File: src/rtl/flash_cmd_seq.sv
module flash_cmd_seq #(
  parameter int NUM_BLK = 4,
  parameter int ADDR_W  = 8,
  parameter int DATA_W  = 16,
  localparam int BLK_W  = $clog2(NUM_BLK)
) (
  input  logic              clk,
  input  logic              rst_n,
  input  logic [ADDR_W-1:0] bus_addr,
  input  logic [DATA_W-1:0] bus_wdata,
  input  logic              bus_we,
  output logic [DATA_W-1:0] bus_rdata,
  input  logic [DATA_W-1:0] arr_rdata,
  input  logic              lock_dis,
  output logic              eng_start,
  output logic [1:0]        eng_op,
  output logic [BLK_W-1:0]  eng_blk,
  output logic [ADDR_W-1:0] eng_addr,
  output logic [DATA_W-1:0] eng_wdata,
  input  logic              eng_done,
  input  logic              eng_fail
);
  localparam logic [7:0] K_PROG  = 8'h40;
  localparam logic [7:0] K_ERASE = 8'h20;
  localparam logic [7:0] K_ERALL = 8'hA7;
  localparam logic [7:0] K_LOCK  = 8'h77;
  localparam logic [7:0] K_CLEAR = 8'h50;
  localparam logic [7:0] K_STAT  = 8'h70;
  localparam logic [7:0] K_ARRAY = 8'hFF;
  localparam logic [7:0] K_GO    = 8'hD0;

  typedef enum logic [1:0] {S_IDLE, S_WAIT2, S_ISSUE, S_RUN} state_t;
  typedef enum logic [1:0] {C_PROG, C_ERASE, C_ERALL, C_LOCK} cmd_t;

  state_t             state;
  cmd_t               cmd;
  logic [BLK_W-1:0]   cur;
  logic               eflag, pflag, stat_mode;
  logic [NUM_BLK-1:0] lock;

  wire [7:0]       code     = bus_wdata[7:0];
  wire             ready    = (state == S_IDLE) || (state == S_WAIT2);
  wire             wr       = bus_we && ready;
  wire [BLK_W-1:0] wblk     = bus_addr[ADDR_W-1 -: BLK_W];
  wire             eligible = (cmd != C_ERALL) || !lock[cur] || lock_dis;
  wire             last     = (cur == BLK_W'(NUM_BLK - 1));
  wire             errored  = eflag || pflag;
  wire             is_erase = (cmd == C_ERASE) || (cmd == C_ERALL);

  assign eng_start = (state == S_ISSUE) && eligible;
  assign eng_blk   = cur;
  assign eng_op    = (cmd == C_PROG) ? 2'd0 : (cmd == C_LOCK) ? 2'd2 : 2'd1;
  assign bus_rdata = stat_mode ? {{(DATA_W-8){1'b0}}, ready, 1'b0, eflag, pflag, 4'b0000}
                               : arr_rdata;

  always_ff @(posedge clk) begin
    if (!rst_n) begin
      state     <= S_IDLE;
      cmd       <= C_PROG;
      cur       <= '0;
      eng_addr  <= '0;
      eng_wdata <= '0;
      eflag     <= 1'b0;
      pflag     <= 1'b0;
      stat_mode <= 1'b0;
      lock      <= '0;
    end else begin
      case (state)
        S_IDLE: if (wr) begin
          case (code)
            K_ARRAY: stat_mode <= 1'b0;
            K_STAT:  stat_mode <= 1'b1;
            K_CLEAR: begin eflag <= 1'b0; pflag <= 1'b0; end
            K_PROG, K_ERASE, K_ERALL, K_LOCK: begin
              stat_mode <= 1'b1;
              if (errored) begin
                eflag <= 1'b1;
                pflag <= 1'b1;
              end else begin
                state <= S_WAIT2;
                cmd   <= (code == K_PROG)  ? C_PROG  :
                         (code == K_ERASE) ? C_ERASE :
                         (code == K_ERALL) ? C_ERALL : C_LOCK;
              end
            end
            default: begin
              stat_mode <= 1'b1;
              eflag     <= 1'b1;
              pflag     <= 1'b1;
            end
          endcase
        end
        S_WAIT2: if (wr) begin
          if (cmd == C_PROG) begin
            eng_addr  <= bus_addr;
            eng_wdata <= bus_wdata;
            cur       <= wblk;
            state     <= S_ISSUE;
          end else if (code == K_GO) begin
            eng_addr <= bus_addr;
            cur      <= (cmd == C_ERALL) ? '0 : wblk;
            if (cmd == C_ERASE && lock[wblk] && !lock_dis) begin
              eflag <= 1'b1;
              state <= S_IDLE;
            end else begin
              state <= S_ISSUE;
            end
          end else if (code == K_ARRAY) begin
            stat_mode <= 1'b0;
            state     <= S_IDLE;
          end else begin
            eflag <= 1'b1;
            pflag <= 1'b1;
            state <= S_IDLE;
          end
        end
        S_ISSUE: begin
          if (eligible)  state <= S_RUN;
          else if (last) state <= S_IDLE;
          else           cur   <= cur + 1'b1;
        end
        S_RUN: if (eng_done) begin
          if (eng_fail) begin
            if (is_erase) eflag <= 1'b1;
            else          pflag <= 1'b1;
          end else if (cmd == C_LOCK) begin
            lock[cur] <= 1'b1;
          end
          if (cmd == C_ERALL && !last) begin
            cur   <= cur + 1'b1;
            state <= S_ISSUE;
          end else begin
            state <= S_IDLE;
          end
        end
        default: state <= S_IDLE;
      endcase
    end
  end
endmodule

File: config.mk
export PLATFORM = sky130hd
export DESIGN_NAME = flash_cmd_seq
export DESIGN_NICKNAME = d
export VERILOG_FILES = /design/src/rtl/flash_cmd_seq.sv
export SDC_FILE = /design/constraint.sdc
export NUM_CORES = 1
export LEC_CHECK = 0
export ABC_AREA = 1
export BUFFER_PORTS_ARGS = -buffer_cell sky130_fd_sc_hd__buf_2
export CORE_MARGIN = 5
export CORE_UTILIZATION = 48
export DETAILED_ROUTE_END_ITERATION = 12
export PLACE_DENSITY = 0.8
export SYNTH_ARGS = -nofsm -noshare
export SYNTH_HDL_FRONTEND = slang
export SYNTH_SLANG_ARGS = --single-unit
File: constraint.sdc
create_clock -name clk -period 1.65 [get_ports clk]
set_input_delay 0.0825 -clock clk [delete_from_list [all_inputs] [get_ports clk]]
set_output_delay 0.0825 -clock clk [all_outputs]
set_load 0.02 [all_outputs]
==> results.cfg <==
[clocking]
clk_latency_ns = 0.29
root_buffer = clkbuf_8
cts_sinks = 37
cts_max_level = 2
cts_buffer_depth = 2
cts_buffers = 5
hold_buffers = 0
cts_tree = built
path_clk_slew_ns = 0.08

[layout]
syn2layout_area_growth_pct = 29.42
drive_gt1_share_pct = 30.41
final_cells = 486
n_antenna_cell = 0
design_area_sq_um = 2868
nNetsFinal = 488

[global_routing]
antenna_found_initial = 0
grt_first_pass_wirelength_microns = 9963
grt_max_degree = 24
overflow = 0
track_usage_pct = 19.42
grt_pass1_vias = 2290

[worst_setup_path]
start_kind = flip-flop
cp_slowest_stage_delay_ns = 0.34
cpMostUsedCell = inv_1
required_ns = 1.57
cpMaxStageDelayCell = dfxtp_1
crit_arrival_ns = 1.46
crit_path_end_kind = primary output
crit_fanout = 4
cp_cell_sequence = inv_1, ha_1, inv_2, nor2_1, nand3_1, nand2_2, inv_1, buf_2
path_class = flip-flop to primary output

[floorplanning]
die_width_microns = 77.95
pin_count = 91
fp-row-count = 24
die_h_microns = 77.95
start_util_pct = 50.20
die-area_sq_um = 6075
core-area_sq_um = 4414

[pwr]
p_per_area_nw_per_um2 = 713.8
sw_frac_of_total_pct = 26.57
p_seq_share_pct = 44.4
ir_worst_vdd_mv = 0.4572
p_clk_share_pct = 41.0
p_sw_uw = 544.0
p_int_mw = 1.503
power_frac_comb_pct = 14.6
leakagePower_nw = 1.512

[timing]
tns_ns = 0
fmax_mhz = 648.8
setup_viol = 0
slew_violations = 0
hold_viol_final = 0
holdWs_ns = 0.01216
max_slew_margin_pct = 49.35
clock_skew_ns = 0.006799
fin_crit_sh_pct = 93.41
rsz0062_at_grt = no
period_needed_ns = 1.541
tightest_slew_ns = 0.7589

[route]
drc = 0
finalWirelength_microns = 6039
vias = 2498
wl_per_cell_microns = 12.43
viasPerCell = 5.140
drtAntennaViolNets = 0
drt_iter0_drc = 147
first_pass_iters = 4

[logic_synthesis]
synth_area_sq_um = 2216
synthAdderAreaFrac_pct = 5.082
synth_xor_xnor_area_share_pct = 0
yosys.area_share.simple_pct = 36.93
netlist-cell-type-count = 33
seq_area_frac_synth_pct = 33.43
synth_seq_cells = 37
synth_mux_area_share_pct = 0
synth_compound_area_share_pct = 13.21
synth_warnings = 0
synth.avg_cell_area_sq_um = 6.537
syn_inst = 339
syn_nets = 394
synth_top_family_by_area = simple AND/OR/NAND/NOR gates

[placement]
dp_hpwl_microns = 4715
gp_congestion = 0.9332
portBuffers = 90
place_area_sq_um = 2740
dp_cells = 478

[job]
drv_cap = 0

[hold_path]
min-delay-path-class = primary input to flip-flop

[run_status]
outcome = completed
-- critical path: cells and delay by family, from the launching register on --
| family | cells | cell delay (ns) |
|---|---|---|
| simple gates | 3 | 0.26 |
| flops | 1 | 0.34 |
| fa+ha+maj | 1 | 0.20 |
| buf+inv | 4 | 0.36 |
-- layout by cell type, fill, tap and decap left out, drive strengths merged --
| cell | n |
|---|---|
| buf | 97 |
| nand2 | 71 |
| nor2 | 60 |
| inv | 50 |
| dfxtp | 37 |
| nand3 | 35 |
| a21oi | 29 |
| o21ai | 17 |
| nor3 | 10 |
| ha | 9 |
| clkbuf | 6 |
| nand4 | 3 |
| o211ai | 2 |
| o31ai | 1 |
| and3 | 1 |
| o21a | 1 |
| or2 | 1 |
| o22ai | 1 |
| a211oi | 1 |
| clkinvlp | 1 |
| bufinv | 1 |
-- stage by stage --
step / power (mW) / util, % / worst slack [ns]
floorplan: 1.096 / - / 0.1343
global placement: 1.224 / 62.07 / 0.1060
detailed placement: 1.229 / 62.07 / 0.05185
CTS: 2.057 / 64.80 / 0.03162
global route: 2.137 / 64.97 / 0.002459
finish: 2.047 / 64.97 / 0.1087
-- final timing paths --
check	startpoint	to	slack, ns	cells after the start
setup / recovery	cmd[0]	eng_start	0.11	8
hold / removal	bus_addr[4]	eng_addr[4]	0.01	3
setup reg to reg	eng_blk[0]	eng_blk[1]	0.15	7
hold reg to reg	eng_wdata[6]	eng_wdata[6]	0.46	2
-- cell usage after synthesis (all sizes together) --
| master | number | share of area (%) |
|---|---|---|
| o21ai | 17 | 4.0 |
| ha | 9 | 5.1 |
| a21oi | 29 | 7.2 |
| o31ai | 1 | 0.34 |
| o211ai | 2 | 0.68 |
| nand4 | 3 | 0.85 |
| inv | 50 | 8.8 |
| and3 | 1 | 0.28 |
| nor2 | 60 | 13 |
| o21a | 1 | 0.34 |
| nor3 | 10 | 2.5 |
| o22ai | 1 | 0.28 |
| a211oi | 1 | 0.34 |
| dfxtp | 37 | 33 |
| buf | 6 | 1.9 |
| or2 | 1 | 0.28 |
| nand3 | 35 | 8.1 |
| clkbuf | 4 | 0.68 |
| nand2 | 71 | 12 |
-- logic make-up after synthesis --
kind of cell               after synthesis
buffers and inverters                   60
AOI/OAI and AO/OA                       52
DFF                                     37
and+or+nand+nor                        181
adders and majority gates                9
-- repair_timing --
action / CTS / global route
setup endpoints to repair: 0 / 29
gates resized for setup: 0 / 7
buffers inserted: 0 / 0
-- registers in the layout (all words and copies together) (netlist names) --
signal,count
eng_addr,8
stat_mode,1
pflag,1
eng_blk,2
cmd,2
lock,4
eflag,1
eng_wdata,16
state,2
-- routing by layer --
layer / share of wire, % / wire length, microns / track usage [%]
met1: 43 / 2568 / 24.68
met2: 46 / 2770 / 31.47
met3: 10 / 621 / 5.556
met4: 1.3 / 79 / 6.588
met5: 0 / 0 / 0
-- cell type report --
class                   instances  area (sq um)
fillers                       406          1546
multi-input cells             242          1229
flip-flops and latches         37         743.2
repair buffers                 97         515.5
inverters                      50         195.2
clock buffers                   6         82.58
well taps                      52         65.06
clock inverters                 2         37.54
-- power groups by stage --
stage          sequential [mW]  combinational, mW  clock [mW]
3_3_place_gp             0.931              0.293           0
3_5_place_dp             0.931              0.298           0
6_report                 0.910              0.298       0.839
2_1_floorplan            0.935              0.161           0
5_1_grt                  0.911              0.330       0.895
4_1_cts                  0.910              0.298       0.849
(Power assumes the default switching activity.)
